## src/rtl/irq_pkg.sv

```systemverilog
package irq_pkg;

    // register select values on the software port
    localparam logic SEL_STATUS = 1'b0;
    localparam logic SEL_CAUSE  = 1'b1;

    // field positions shared by both registers
    localparam int unsigned POS_IE    = 0;
    localparam int unsigned POS_EXL   = 1;
    localparam int unsigned POS_CODE  = 2;
    localparam int unsigned POS_LINES = 8;
    localparam int unsigned POS_LVL   = 16;
    localparam int unsigned REG_W     = 32;

    // trap code written for an external interrupt
    localparam int unsigned CODE_EXT_IRQ = 0;

endpackage

```

## src/rtl/irq_pend.sv

```systemverilog
module irq_pend #(
    parameter int unsigned N_LINES = 8
) (
    input  logic [N_LINES-1:0] line_i,
    input  logic [N_LINES-1:0] prev_i,
    input  logic [N_LINES-1:0] pend_i,
    input  logic [N_LINES-1:0] clr_i,
    output logic [N_LINES-1:0] pend_o
);
    for (genvar i = 0; i < N_LINES; i++) begin : g_bit
        logic rise;
        assign rise      = line_i[i] & ~prev_i[i];
        // a new edge beats a clear in the same cycle; a low line always drops it
        assign pend_o[i] = line_i[i] & (rise | (pend_i[i] & ~clr_i[i]));
    end
endmodule

```

## src/rtl/irq_prio.sv

```systemverilog
module irq_prio #(
    parameter int unsigned N_LINES = 8,
    localparam int unsigned LVL_W = (N_LINES > 1) ? $clog2(N_LINES) : 1
) (
    input  logic [N_LINES-1:0] req_i,
    output logic [LVL_W-1:0]   lvl_o
);
    always_comb begin
        lvl_o = '0;
        for (int i = 0; i < N_LINES; i++) begin
            if (req_i[i]) lvl_o = LVL_W'(i);
        end
    end
endmodule

```

## src/rtl/irq_status_cause.sv

```systemverilog
module irq_status_cause #(
    parameter int unsigned N_LINES = 8,
    parameter int unsigned CODE_W  = 5,
    localparam int unsigned LVL_W  = (N_LINES > 1) ? $clog2(N_LINES) : 1
) (
    input  logic                          clk_i,
    input  logic                          rst_ni,
    input  logic [N_LINES-1:0]            irq_i,
    input  logic                          exc_req_i,
    input  logic [CODE_W-1:0]             exc_code_i,
    input  logic                          reg_we_i,
    input  logic                          reg_sel_i,
    input  logic [irq_pkg::REG_W-1:0]     reg_wdata_i,
    output logic [irq_pkg::REG_W-1:0]     reg_rdata_o,
    output logic                          trap_o
);
    import irq_pkg::*;

    typedef struct packed {
        logic               ie;
        logic               exl;
        logic [N_LINES-1:0] mask;
        logic [N_LINES-1:0] pend;
        logic [N_LINES-1:0] prev;
        logic [CODE_W-1:0]  code;
        logic [LVL_W-1:0]   lvl;
        logic               trap;
    } state_t;

    state_t state_d, state_q;

    logic [N_LINES-1:0] clr_w;
    logic [N_LINES-1:0] pend_nx;
    logic [N_LINES-1:0] ready_w;
    logic [LVL_W-1:0]   lvl_w;
    logic               wr_status, wr_cause;
    logic               unused_wdata;

    assign wr_status    = reg_we_i && (reg_sel_i == SEL_STATUS);
    assign wr_cause     = reg_we_i && (reg_sel_i == SEL_CAUSE);
    assign clr_w        = wr_cause ? reg_wdata_i[POS_LINES +: N_LINES] : '0;
    assign ready_w      = state_q.pend & state_q.mask;
    assign unused_wdata = ^{reg_wdata_i[REG_W-1:POS_LINES+N_LINES], reg_wdata_i[POS_LINES-1:POS_EXL+1]};

    irq_pend #(.N_LINES(N_LINES)) i_pend (
        .line_i (irq_i),
        .prev_i (state_q.prev),
        .pend_i (state_q.pend),
        .clr_i  (clr_w),
        .pend_o (pend_nx)
    );

    irq_prio #(.N_LINES(N_LINES)) i_prio (
        .req_i (ready_w),
        .lvl_o (lvl_w)
    );

    always_comb begin
        state_d      = state_q;
        state_d.trap = 1'b0;
        state_d.prev = irq_i;
        state_d.pend = pend_nx;
        if (wr_status) begin
            state_d.ie   = reg_wdata_i[POS_IE];
            state_d.exl  = reg_wdata_i[POS_EXL];
            state_d.mask = reg_wdata_i[POS_LINES +: N_LINES];
        end
        if (exc_req_i) begin
            state_d.trap = 1'b1;
            state_d.exl  = 1'b1;
            state_d.code = exc_code_i;
        end else if (state_q.ie && !state_q.exl && (|ready_w)) begin
            state_d.trap = 1'b1;
            state_d.exl  = 1'b1;
            state_d.code = CODE_W'(CODE_EXT_IRQ);
            state_d.lvl  = lvl_w;
        end
    end

    always_ff @(posedge clk_i or negedge rst_ni) begin
        if (!rst_ni) state_q <= '0;
        else         state_q <= state_d;
    end

    always_comb begin
        reg_rdata_o = '0;
        if (reg_sel_i == SEL_STATUS) begin
            reg_rdata_o[POS_IE]                 = state_q.ie;
            reg_rdata_o[POS_EXL]                = state_q.exl;
            reg_rdata_o[POS_LINES +: N_LINES]   = state_q.mask;
        end else begin
            reg_rdata_o[POS_CODE +: CODE_W]     = state_q.code;
            reg_rdata_o[POS_LINES +: N_LINES]   = state_q.pend;
            reg_rdata_o[POS_LVL +: LVL_W]       = state_q.lvl;
        end
    end

    assign trap_o = state_q.trap;

endmodule

```

## config.mk

```make
export PLATFORM = sky130hd
export DESIGN_NAME = irq_status_cause
export DESIGN_NICKNAME = d
export VERILOG_FILES = /design/src/rtl/irq_pkg.sv /design/src/rtl/irq_pend.sv /design/src/rtl/irq_prio.sv /design/src/rtl/irq_status_cause.sv
export SDC_FILE = /design/constraint.sdc
export NUM_CORES = 1
export LEC_CHECK = 0
export CAP_MARGIN = 20
export CELL_PAD_IN_SITES_DETAIL_PLACEMENT = 1
export CELL_PAD_IN_SITES_GLOBAL_PLACEMENT = 2
export CORE_UTILIZATION = 25
export CTS_CLUSTER_SIZE = 8
export DETAILED_ROUTE_END_ITERATION = 7
export PLACE_DENSITY_LB_ADDON = 0.15
export SKIP_LAST_GASP = 1
export SYNTH_ARGS = -nofsm -noshare
export SYNTH_HDL_FRONTEND = slang
export SYNTH_HIERARCHICAL = 1
export SYNTH_SLANG_ARGS = --single-unit
export TNS_END_PERCENT = 5
```

## constraint.sdc

```tcl
create_clock -name clk_i -period 3.2 [get_ports clk_i]
set_input_delay 0.48 -clock clk_i [delete_from_list [all_inputs] [get_ports clk_i]]
set_output_delay 0.48 -clock clk_i [all_outputs]
set_load 0.03 [all_outputs]
```

# Yosys cells after proc, flatten, opt, wreduce, memory -nomap -nowiden
# Cells that the tools add are included.
# Widths: inputs -> output; s select.
[op_classes]
n_mux = 18
bitwise_logic = 51
n_reduce_logical = 9
[ops]
columns = ["op", "count"]
rows = [
  ["$and 1x1->1", 24],
  ["$mux 9", 2],
  ["$not 1->1", 18],
  ["$mux 8", 2],
  ["$mux 3", 5],
  ["$mux 5", 2],
  ["$and 8x8->8", 1],
  ["$or 1x1->1", 8],
  ["$reduce_or 8->1", 1],
  ["$mux 2", 3],
  ["$logic_and 1x1->1", 4],
  ["$mux 1", 4],
  ["$reduce_bool 3->1", 1],
  ["$reduce_and 2->1", 1],
  ["$reduce_bool 2->1", 1],
  ["$logic_not 1->1", 1],
]
[totals]
reg_bits = 35
inputBits = 50
elab_cells = 86

# Longest topological paths before layout
# Gate-level depths: netlist (run 1).
[logic_depth]
ltp_word = 10
ltp_mapped = 5
mapped_depth_nobuf = 5

# Hierarchy
# Netlist (run 1), hierarchy kept.
[by_module_without_submodules]
columns = ["mod", "n_inst", "cells_per_inst", "area_per_inst_um2"]
rows = [
  ["irq_status_cause", 1, 121, 1546.5],
  ["irq_pend", 1, 16, 110.1],
  ["irq_prio", 1, 10, 45.0],
]

# Worst setup path before layout (run 1)
# OpenSTA, ideal clock, no wires.
[synth_timing]
path_kind = "in2out"
from = "input reg_sel_i"
to = "output reg_rdata_o[14] (netlist name)"
arrival_time_ns = 1.459
setup_slack_ns = 1.261
cell_stages = 3
path_buffers = 2
cell_sequence = "clkbuf_1 -> clkbuf_1 -> mux2_2"
[synth_between]
elab_chain_cells = 1
[synth_rtl]
columns = ["item", "line_no", "text"]
rows = [
  ["start: declaration", "irq_status_cause.sv:12", "input logic reg_sel_i,"],
  ["$mux 8", "irq_status_cause.sv:87", "if (reg_sel_i == SEL_STATUS) begin"],
  ["end: declaration", "irq_status_cause.sv:14", "output logic [irq_pkg::REG_W-1:0] reg_rdata_o,"],
]
# No other way between the ends.

# Final worst setup path (run 1)
# Ends and elaborated chain as after synthesis.

==> flow_summary.yaml, run 1 <==
cells_and_area:
  finalNonFillerCells: 275
  diodes: 0
  drive_above_1_share_pct: 15.66
  area_growth_pct: 35.22
  final_nets: 247
  fin_area_um2: 2301
  nFillCells: 742
  seq_area_um2: 875.8
  final_core_util_pct: 35.63
  multi_input_area_um2: 743.2
setup_path:
  crit_path_frequent_cell: "clkdlybuf4s50_1"
  crit_chain: "clkdlybuf4s50_1, buf_4, mux2_2, clkdlybuf4s50_1"
  setup.worst_path.start: "reg_sel_i"
  crit_path_max_incr_delay_ns: 0.59
  reg2reg_from: "state_q[23]"
  worstSetupStartpointType: "primary input"
  critical-path-slowest-cell: "clkdlybuf4s50_1"
  path_max_fanout: 27
  cp-end-kind: "primary output"
  crit_required_ns: 2.72
  crit_type: "primary input to primary output"
  arrival_ns: 2.20
timing:
  hold_viol: 0
  fin_worst_hold_slack_ns: 0.2754
  maxSlewHeadroom_pct: 46.20
  fin_crit_ns: 2.680
  fmax_ghz: 0.3731
  fin_crit_sh_pct: 83.76
  rsz0062_at_grt: "false"
  clock_skew_ns: 0.005898
  timing.final.ws_setup_ns: 0.5197
  finalSetupViolations: 0
  finalMaxSlewViolations: 0
  worst_slew_pin_slew_ns: 0.8069
  setup_tns_ns: 0
route:
  routed_wl_mm: 3.865
  wire_per_inst_um: 14.05
  antenna_left: 0
  drt_iter0_markers: 55
  dr.pass1.iters: 6
  vias: 1193
  drc_errors: 6
  viasPerCell: 4.338
cts:
  ctsResizeCount: 0
  htree_levels: 2
  holdBufCountCts: 0
  clock_path_buffers: 2
  clk_latency_ns: 0.28
  cts_sinks: 35
  path_clk_slew_ns: 0.07
  numCtsBuffers: 5
  cts-root-buf: "clkbuf_8"
  cts_tree: "done"
  cts_setup_buffers: 0
floorplan:
  core-area_um2: 6459
  ioPinCount: 83
  start_util_pct: 26.35
  die_y_um: 84.50
  fp.dieW_um: 84.50
  die_area_um2: 7140
  fp-row-count: 29
logic_synthesis:
  synthTopCellsByCount: "dfrtp_1, mux2_2, and2_1"
  yosys.cell_count.top_type: "dfrtp_1"
  synth_ff_type: "dfrtp_1"
  ys_async_sr_fraction_pct: 100.0
  synth_edf_count: 0
  synth.ff_latch_count: 35
  synth_cell_types: 25
  yosysWarnings: 6
  syn_area_um2: 1702
  synth_top_area_share_pct: 51.47
  avgSynthCellArea_um2: 11.58
  synthTopCellsByArea: "dfrtp_1, mux2_2, buf_4"
  ys_seq_area_share_pct: 51.47
  synthCells: 147
  synth_top_area_cell: "dfrtp_1"
global_route:
  grt_pass1_wl_mm: 6.582
  grt_max_degree: 36
  grt_pass1_vias: 1288
  grt_antenna_before_repair: 0
  grt_use_total_pct: 12.05
  gr-total-overflow: 0
pwr:
  p_per_area_nw_per_um2: 515.4
  cellLeakagePower_nw: 1.006
  finalPower_mw: 1.186
  peakVddDrop_uv: 178.9
flow_run:
  maxCapViolCount: 0
place:
  pre_cts_slack_ns: 0.5144
  io_buffer_count: 46
  place_inst: 267
  placed_area_um2: 2201
  hpwl_mm: 2.776
  place_congestion: 0.7036
run_status:
  violations: "DRC"
  status: "finished, violations left"
worst_hold_path:
  worstHoldPathType: "primary input to asynchronous set/reset pin"
## cells in the final DEF, fill, tap and decap left out, types with 2 or more instances in the layout
| cell | n |
|---|---|
| dfrtp_1 | 35 |
| and3_1 | 8 |
| mux2_1 | 3 |
| nor2b_1 | 9 |
| conb_1 | 14 |
| a21boi_1 | 8 |
| nor2_1 | 3 |
| mux2_2 | 17 |
| a21oi_1 | 2 |
| nand2b_1 | 9 |
| clkdlybuf4s50_1 | 45 |
| buf_4 | 3 |
| a22o_1 | 5 |
| nand2_1 | 2 |
| and2_1 | 16 |
| clkbuf_8 | 7 |
## routing by layer
metal  global-route usage [%]  routed length, um  up-vias
met5                        0                  0        -
met4                    3.698                 44        0
met3                    3.638                195        5
met2                    19.22               1860       40
met1                    15.77               1765      582
li1                         -                  -      566
## registers in the layout (all words and copies together) (netlist names)
signal   count
state_q     34
trap_o       1
## power by group
part           leakage [nW]  switching [mW]  internal (mW)
Clock                0.0515           0.157          0.197
Combinational         0.534           0.161          0.149
Sequential            0.420          0.0289          0.494
## cells by family after synthesis
group	after synthesis	share of synthesized area, %
AO/OA/AOI/OAI	19	8.676
buffers and inverters	21	7.720
flip-flops	35	51.47
multiplexers	21	13.82
other	1	0.2204
AND/OR/NAND/NOR	50	18.09
## layout make-up
type | count | share of cell area, %
clock buffers | 8 | 4.350
inverters | 2 | 0.3263
flip-flops and latches | 35 | 38.06
multi-input cells | 104 | 32.30
well taps | 77 | 4.187
repair buffers | 49 | 20.77
## worst max-delay path: cells and delay by family
| kind | cells | cell delay (ns) |
|---|---|---|
| mux | 1 | 0.39 |
| buf+inv | 3 | 1.32 |
## final timing paths
| path | end | slack (ns) | depth (start not counted) |
|---|---|---|---|
| worst max-delay path | reg_rdata_o[14] | 0.52 | 4 |
| min in group clk_i | state_q[22] | 0.41 | 1 |
| worst min register to register | state_q[22] | 0.41 | 1 |
| worst max register to register | state_q[1] | 1.32 | 4 |
| max in group asynchronous | state_q[14] | 2.40 | 1 |
| worst min-delay path | state_q[4] | 0.28 | 1 |
(Power assumes the default switching activity.)
==> run 2, diff against run 1 <==
Settings changed: CORE_UTILIZATION 25 to 21.
Clock period 3.2 ns to 2.4 ns, I/O delays scaled along.
==> flow_summary.yaml, run 2 (same netlist as run 1, synthesis figures left out) <==
cts:
  cts_sinks: 35
  htree_levels: 2
  cts_tree: "done"
  clock_path_buffers: 2
  clk_latency_ns: 0.29
  path_clk_slew_ns: 0.07
  numCtsBuffers: 5
  cts-root-buf: "clkbuf_8"
cells_and_area:
  regMostFlops: "state_q"
  diodes: 0
  fin_area_um2: 2330
  nFillCells: 889
  largest_reg_flops: 34
  area_growth_pct: 36.91
  drive_above_1_share_pct: 21.11
  final_cell_mix: "dfrtp_1, clkdlybuf4s50_1, mux2_2"
  final_nets: 248
  seq_area_um2: 875.8
  final_common_cell: "dfrtp_1"
  multi_input_area_um2: 743.2
  finalNonFillerCells: 301
timing:
  fmax_ghz: 0.4242
  worst_slew_pin_slew_ns: 0.8216
  hold_viol: 0
  clock_skew_ns: 0.004762
  finalSetupViolations: 0
  rsz0062_at_grt: "true"
  fin_crit_sh_pct: 98.22
  finalMaxSlewViolations: 0
  fin_crit_ns: 2.357
  maxSlewHeadroom_pct: 45.22
floorplan:
  core-area_um2: 7767
  fp-row-count: 32
  die_area_um2: 8467
  die_y_um: 92.02
  start_util_pct: 21.91
  fp.dieW_um: 92.02
  ioPinCount: 83
route:
  drt_iter0_markers: 15
  viasPerCell: 4.030
  dr.pass1.iters: 4
  vias: 1213
  routed_wl_mm: 4.171
  antenna_left: 0
  drc_errors: 0
  wire_per_inst_um: 13.86
place:
  placed_area_um2: 2227
  hpwl_mm: 3.095
  place_congestion: 0.6760
  io_buffer_count: 46
  place_inst: 293
pwr:
  cellLeakagePower_nw: 1.042
  p_per_area_nw_per_um2: 679.3
  peakVddDrop_uv: 202.0
global_route:
  grt_use_total_pct: 11.16
  grt_pass1_vias: 1378
  grt_pass1_wl_mm: 7.141
  grt_max_degree: 36
  grt_antenna_before_repair: 0
  gr-total-overflow: 0
setup_path:
  crit_type: "primary input to primary output"
  worstSetupStartpointType: "primary input"
  path_max_fanout: 27
  crit_path_max_incr_delay_ns: 0.59
  cp-end-kind: "primary output"
  crit_family: "buffers and inverters"
  critical-path-slowest-cell: "clkdlybuf4s50_1"
  reg2reg_slack_ns: 0.50
  critPathBufInv: 3
  crit_path_frequent_cell: "clkdlybuf4s50_1"
  crit_required_ns: 2.04
  crit_chain: "clkdlybuf4s50_1, buf_12, mux2_2, clkdlybuf4s50_1"
  arrival_ns: 2.00
flow_run:
  maxCapViolCount: 0
run_status:
  status: "completed"
worst_hold_path:
  worstHoldPathType: "primary input to asynchronous set/reset pin"
run 2: changes by cell type in the layout (fill, tap and decap cells not counted):
| cell | delta |
|---|---|
| clkdlybuf4s50_1 | -11 |
| buf_4 | +10 |
| buf_12 | +1 |
| dlymetal6s2s_1 | +1 |
run 2: layout make-up:
| type | count | share of cell area, % |
|---|---|---|
| sequential | 35 | 37.59 |
| clock buffer | 8 | 4.296 |
| multi-input combinational | 104 | 31.90 |
| tap | 102 | 5.478 |
| timing repair buffer | 50 | 20.41 |
| inverter | 2 | 0.3222 |
run 2: final timing paths:
kind / startpoint / endpoint / depth (start not counted)
setup / recovery: reg_sel_i / reg_rdata_o[12] / 4
hold / removal: rst_ni / state_q[4] / 1
setup reg to reg: state_q[23] / state_q[3] / 4
hold reg to reg: state_q[12] / state_q[20] / 1
max in group asynchronous: rst_ni / state_q[2] / 1
min in group clk_i: state_q[12] / state_q[20] / 1
run 2: report_power, final:
part,internal (mW),leakage (nW),total (mW),switching (mW)
combinational,0.194,0.571,0.412,0.218
clock,0.262,0.0515,0.473,0.211
sequential,0.658,0.420,0.697,0.0390
run 2: timing repair:
action	CTS	global route
resized for setup	0	1
hold endpoints to repair	0	0
setup buffers	0	0
endpoints found under the setup margin	0	7
hold buffers	0	0
run 2: stage by stage:
stage	util, %	power, mW	hold slack, ns	setup WS (ns)	TNS [ns]
2_1_floorplan	-	0.9668	0.06441	0.6311	0
4_1_cts	29.96	1.620	0.1966	0.01897	0
6_report	29.99	1.583	0.1698	0.04277	0
3_5_place_dp	28.67	1.131	0.4027	0.02456	0
5_1_grt	29.99	1.680	0.2379	-0.02512	-0.05971
3_3_place_gp	28.67	1.115	0.4000	0.02657	0
run 2: routing by layer:
metal  track usage (%)  up-vias  wire length, um
met5                 0        -                0
met4             4.688        0               76
met3             2.736        6              175
met2             18.91       40             2121
met1             13.45      599             1796
li1                  -      568                -
==> run 3, diff against run 2 <==
Settings changed: CTS_CLUSTER_SIZE 8 to default, SLEW_MARGIN from default to 20.
==> results of run 3 <==
The final DEF is identical to that of run 2; final timing and power are the same.
